**config.mk**
```make
export PLATFORM = sky130hd
export DESIGN_NAME = sync_barrier
export DESIGN_NICKNAME = d
export VERILOG_FILES = /design/src/rtl/sb_pkg.sv /design/src/rtl/sb_lane.sv /design/src/rtl/sb_ref.sv /design/src/rtl/sb_release.sv /design/src/rtl/sync_barrier.sv
export SDC_FILE = /design/constraint.sdc
export NUM_CORES = 1
export LEC_CHECK = 0
export ABC_AREA = 1
export BUFFER_PORTS_ARGS = -buffer_cell sky130_fd_sc_hd__buf_2
export CORE_UTILIZATION = 45
export CTS_BUF_LIST = sky130_fd_sc_hd__clkbuf_16
export DETAILED_ROUTE_END_ITERATION = 8
export GPL_TIMING_DRIVEN = 0
export PLACE_DENSITY = 0.73
export SLEW_MARGIN = 20
export SYNTH_ARGS = -nofsm -noshare
export SYNTH_HDL_FRONTEND = slang
export SYNTH_SLANG_ARGS = --single-unit
```
**constraint.sdc**
```tcl
create_clock -name clk_i -period 1.54 [get_ports clk_i]
set_clock_uncertainty 0.15 [all_clocks]
set_input_delay 0.077 -clock clk_i [delete_from_list [all_inputs] [get_ports clk_i]]
set_output_delay 0.077 -clock clk_i [all_outputs]
set_load 0.01 [all_outputs]
```
**src/rtl/sb_pkg.sv**
```systemverilog
package sb_pkg;
  localparam int unsigned EVT_W = 2;

  typedef enum logic [EVT_W-1:0] {
    EVT_BLOCK_FETCH = 2'd0,
    EVT_ROUTE       = 2'd1,
    EVT_COND_XFER   = 2'd2,
    EVT_CFG_CHANGE  = 2'd3
  } sync_evt_e;
endpackage

```
**src/rtl/sb_lane.sv**
```systemverilog
module sb_lane (
  input  logic clk_i,
  input  logic rst_ni,
  input  logic part_i,
  input  logic arrive_i,
  input  logic clear_i,
  output logic take_o,
  output logic wait_o
);
  logic arrived_q;

  assign take_o = arrive_i & part_i & ~arrived_q;
  assign wait_o = arrived_q & part_i;

  always_ff @(posedge clk_i or negedge rst_ni) begin
    if (!rst_ni)      arrived_q <= 1'b0;
    else if (clear_i) arrived_q <= 1'b0;
    else              arrived_q <= wait_o | take_o;
  end

  p_excluded_idle_r4: assert property (@(posedge clk_i) disable iff (!rst_ni)
    !part_i |=> !arrived_q);
  p_set_needs_arrive_r2: assert property (@(posedge clk_i) disable iff (!rst_ni)
    $rose(arrived_q) |-> $past(arrive_i && part_i));
endmodule

```
**src/rtl/sb_ref.sv**
```systemverilog
module sb_ref #(
  parameter int unsigned N_CTRL = 4
) (
  input  logic                               clk_i,
  input  logic                               rst_ni,
  input  logic [N_CTRL-1:0]                  take_i,
  input  logic [N_CTRL*sb_pkg::EVT_W-1:0]    evt_i,
  input  logic                               any_wait_i,
  input  logic                               complete_i,
  output sb_pkg::sync_evt_e                  cur_ref_o,
  output logic                               mismatch_o
);
  import sb_pkg::*;

  logic      ref_valid_q;
  sync_evt_e ref_q;
  sync_evt_e first_evt;
  logic      mm_d, mismatch_q;

  // lowest arriving index sets the reference for a fresh round
  always_comb begin
    first_evt = EVT_BLOCK_FETCH;
    for (int i = N_CTRL - 1; i >= 0; i--) begin
      if (take_i[i]) first_evt = sync_evt_e'(evt_i[i*EVT_W +: EVT_W]);
    end
  end

  assign cur_ref_o = ref_valid_q ? ref_q : first_evt;

  always_comb begin
    mm_d = 1'b0;
    for (int i = 0; i < N_CTRL; i++) begin
      if (take_i[i] && (evt_i[i*EVT_W +: EVT_W] != cur_ref_o)) mm_d = 1'b1;
    end
  end

  always_ff @(posedge clk_i or negedge rst_ni) begin
    if (!rst_ni) begin
      ref_valid_q <= 1'b0;
      ref_q       <= EVT_BLOCK_FETCH;
      mismatch_q  <= 1'b0;
    end else begin
      mismatch_q  <= mm_d;
      ref_valid_q <= ~complete_i & (any_wait_i | (|take_i));
      if (|take_i) ref_q <= cur_ref_o;
    end
  end

  assign mismatch_o = mismatch_q;

  p_mismatch_cause_r7: assert property (@(posedge clk_i) disable iff (!rst_ni)
    mismatch_q |-> $past(|take_i));
  p_ref_kept_r7: assert property (@(posedge clk_i) disable iff (!rst_ni)
    (ref_valid_q && $past(ref_valid_q)) |-> $stable(ref_q));
endmodule

```
**src/rtl/sb_release.sv**
```systemverilog
module sb_release (
  input  logic              clk_i,
  input  logic              rst_ni,
  input  logic              complete_i,
  input  sb_pkg::sync_evt_e evt_i,
  output logic              release_o,
  output sb_pkg::sync_evt_e evt_o
);
  import sb_pkg::*;

  logic      rel_q;
  sync_evt_e evt_q;

  always_ff @(posedge clk_i or negedge rst_ni) begin
    if (!rst_ni) begin
      rel_q <= 1'b0;
      evt_q <= EVT_BLOCK_FETCH;
    end else begin
      rel_q <= complete_i;
      if (complete_i) evt_q <= evt_i;
    end
  end

  assign release_o = rel_q;
  assign evt_o     = evt_q;

  p_evt_hold_r6: assert property (@(posedge clk_i) disable iff (!rst_ni)
    !rel_q |-> $stable(evt_q));
endmodule

```
**src/rtl/sync_barrier.sv**
```systemverilog
module sync_barrier #(
  parameter int unsigned N_CTRL = 4,
  localparam int unsigned TW    = N_CTRL * sb_pkg::EVT_W
) (
  input  logic                     clk_i,
  input  logic                     rst_ni,
  input  logic [N_CTRL-1:0]        part_mask_i,
  input  logic [N_CTRL-1:0]        arrive_i,
  input  logic [TW-1:0]            evt_type_i,
  output logic [N_CTRL-1:0]        wait_o,
  output logic                     release_o,
  output logic [sb_pkg::EVT_W-1:0] release_evt_o,
  output logic                     mismatch_o
);
  import sb_pkg::*;

  logic [N_CTRL-1:0] take, waiting;
  logic              complete;
  sync_evt_e         cur_ref, rel_evt;

  for (genvar g = 0; g < N_CTRL; g++) begin : g_lane
    sb_lane i_lane (
      .clk_i   (clk_i),
      .rst_ni  (rst_ni),
      .part_i  (part_mask_i[g]),
      .arrive_i(arrive_i[g]),
      .clear_i (complete),
      .take_o  (take[g]),
      .wait_o  (waiting[g])
    );
  end

  // every masked lane either already waiting or arriving now
  assign complete = (|part_mask_i) & (&(waiting | take | ~part_mask_i));

  sb_ref #(.N_CTRL(N_CTRL)) i_ref (
    .clk_i     (clk_i),
    .rst_ni    (rst_ni),
    .take_i    (take),
    .evt_i     (evt_type_i),
    .any_wait_i(|waiting),
    .complete_i(complete),
    .cur_ref_o (cur_ref),
    .mismatch_o(mismatch_o)
  );

  sb_release i_rel (
    .clk_i     (clk_i),
    .rst_ni    (rst_ni),
    .complete_i(complete),
    .evt_i     (cur_ref),
    .release_o (release_o),
    .evt_o     (rel_evt)
  );

  assign wait_o        = waiting;
  assign release_evt_o = rel_evt;

  p_release_clears_r3: assert property (@(posedge clk_i) disable iff (!rst_ni)
    release_o |-> (wait_o == '0));
  p_empty_mask_r8: assert property (@(posedge clk_i) disable iff (!rst_ni)
    release_o |-> $past(|part_mask_i));
  p_wait_masked_r4: assert property (@(posedge clk_i) disable iff (!rst_ni)
    (wait_o & ~part_mask_i) == '0);
endmodule

```
==> impl_metrics.yaml <==
run_status:
  status: "finished, final reports clean"
clocking:
  cts_buffers: 3
  cts_tree: "built"
  worstSkewPairLatency_ps: 240
  cts_sinks: 11
  max-clock-path-buffers: 2
  cts_root_buf: "clkbuf_16"
  h-tree-depth: 1
  clk_pin_slew_ps: 40
synth:
  yosysUniqueCellTypes: 21
  synth_top_cell_area_share_pct: 37.0
  synth_warnings: 0
  synth_async_sr_flop_share_pct: 100
  seq_area_frac_synth_pct: 37.0
  synthCells: 107
  synth_area_leader_cell: "dfrtp_1"
  netlist_area_um2: 743
  syn_nets: 125
  ys_seq_elements: 11
  ys.flop_type: "dfrtp_1"
  synth_edf_count: 0
  postSynthAreaPerCell_um2: 6.95
  synth.area.top_cells: "dfrtp_1 37%, nand2_1 16%, inv_1 7.6%, nand3_1 6.1%, nor2_1 4.5%"
global_routing:
  overflow: 0
  grt_pass1_vias: 714
  grt_use_total_pct: 23.0
  grt_pass1_wl_um: 3050
  grt_max_degree: 12
  antenna_found_initial: 0
critical_path:
  critical_path_arrival_ps: 1470
  crit_path_start_kind: "register"
  path_class: "reg -> reg"
  reg2reg_from: "g_lane[3].i_lane.arrived_q"
  path_cells: "nor2_4, nor2_2, nand2_1, nand4_2, nor2_4, buf_6, a21oi_1"
  crit_family: "simple AND/OR/NAND/NOR gates"
  critical_path.most_common_cell: "nor2_4"
  cp_data_required_time_ps: 1510
  path_buf_inv: 1
  crit_fanout: 8
  crit_slowest_cell: "dfrtp_1"
  cp-startpoint: "g_lane[3].i_lane.arrived_q"
  crit_path_end_kind: "register"
  critical-path-max-stage-delay_ps: 400
min_path:
  hold_path_class: "in -> reg"
  hold_start: "part_mask_i[1]"
detailed_routing:
  route.detailed.drc: 0
  antenna_left: 0
  first_pass_iters: 5
  post_drt_wl_per_cell_um: 12.4
  wl_um: 1940
  drt_iter0_markers: 11
  routed_via_density: 5.18
  vias: 814
power:
  powerDensity_mw_per_mm2: 1270
  power_leakage_nw: 0.583
  ir_worst_vdd_mv: 0.815
sta:
  max_freq_mhz: 669
  hold_viol: 0
  drv_slew: 0
  period_needed_ps: 1490
  rsz0062_at_grt: "true"
  worst_slew_pin_slew_ps: 483
  finalCritPeriodShare_pct: 97.0
  holdWs_ps: 20.9
  slew_headroom_pct: 67.5
  setup_violations: 0
finish:
  diodes: 0
  seq_area_um2: 275
  area.growth.synth_to_final_pct: 40.1
  final_util_pct: 68.3
  finalNetCount: 160
  layout_commonest_cell: "nand2_1"
  multi_input_comb_area_um2: 404
  drive_above_1_share_pct: 37.6
  final_cell_mix: "28 x nand2_1, 25 x buf_2, 14 x inv_1"
  fillers: 129
floorplanning:
  die_h_um: 42.6
  io_pins: 26
  die_area_mm2: 0.00182
  initial_core_util_pct: 48.8
  rows: 14
  die_x_um: 42.6
  core_area_mm2: 0.00152
place:
  port_buffers: 25
  dp_hpwl_um: 1390
  gp_congestion: 0.814
run:
  drv_cap: 0
power by group:
part	switching [mW]	internal, mW
combinational	0.253	0.191
clock	0.124	0.341
sequential	0.0401	0.376
total	0.418	0.908
logic make-up after synthesis:
group	Yosys count	share of synthesized area [%]
AND/OR/NAND/NOR	61	39.1
buffers and inverters	21	12.6
AO/OA/AOI/OAI	14	11.3
flip-flops	11	37.0
worst register-to-register path, delay by kind of cell (launching register included):
kind	cells	cell delay, ps
compound gates	1	40
buf+inv	1	140
flops	1	400
simple gates	5	660
synthesized netlist by cell type (2+ instances only):
| cell type | n |
|---|---|
| or2_2 | 2 |
| nand2_1 | 31 |
| inv_2 | 2 |
| nand4_1 | 2 |
| nor2_1 | 9 |
| o2111ai_1 | 2 |
| nor2_2 | 2 |
| nor4_1 | 2 |
| a21oi_1 | 6 |
| dfrtp_1 | 11 |
| o21ai_0 | 2 |
| nor2_4 | 2 |
| inv_1 | 15 |
| nand3_1 | 9 |
| buf_4 | 4 |
registers in the layout, summed over array words and instances, names as in the netlist:
| signal | flops |
|---|---|
| i_ref.mismatch_o | 1 |
| i_ref.ref_valid_q | 1 |
| i_rel.evt_o | 2 |
| i_rel.release_o | 1 |
| g_lane.i_lane.arrived_q | 4 |
| i_ref.ref_q | 2 |
layer usage:
layer | track usage (%) | wire [µm] | part of all wire [%]
met3 | 3.02 | 107 | 5.5
met2 | 37.9 | 954 | 49
met5 | 0 | 0 | 0
met4 | 13.1 | 38 | 2.0
met1 | 28.4 | 844 | 43
stage by stage:
stage	power, mW	worst slack, ps	TNS [ps]	cell area [µm²]	std cells
2_1_floorplan	0.678	175	0	743	107
3_3_place_gp	0.801	-2.97	-2.97	888	148
3_5_place_dp	0.811	-13.7	-13.7	888	148
4_1_cts	1.29	1.18	0	982	153
5_1_grt	1.40	-44.3	-183	1040	157
6_report	1.33	45.5	0	1040	157
worst paths after layout:
path,slack [ps],depth (start not counted),to
worst max-delay path,50,7,g_lane[1].i_lane.arrived_q
worst min-delay path,20,3,g_lane[1].i_lane.arrived_q
worst max register to register,50,7,g_lane[1].i_lane.arrived_q
worst min register to register,330,2,i_ref.ref_q[1]
max in group asynchronous,920,2,i_rel.release_o
min in group asynchronous,110,2,i_ref.ref_valid_q
layout make-up:
type / instances / area share [%]
inverter: 17 / 6.13
multi-input combinational: 75 / 38.8
tap: 16 / 1.92
sequential: 11 / 26.4
clock buffer: 3 / 7.21
buffer: 4 / 2.88
clock inverter: 1 / 0.361
timing repair buffer: 30 / 16.2
what timing repair did:
item	in CTS	in global routing
pin swaps	0	2
hold endpoints to repair	11	0
gates resized for setup	1	9
hold buffers	1	0
endpoints found under the setup margin	1	10
buffers inserted	0	4
No activity file was read; power rests on OpenSTA's default activity.
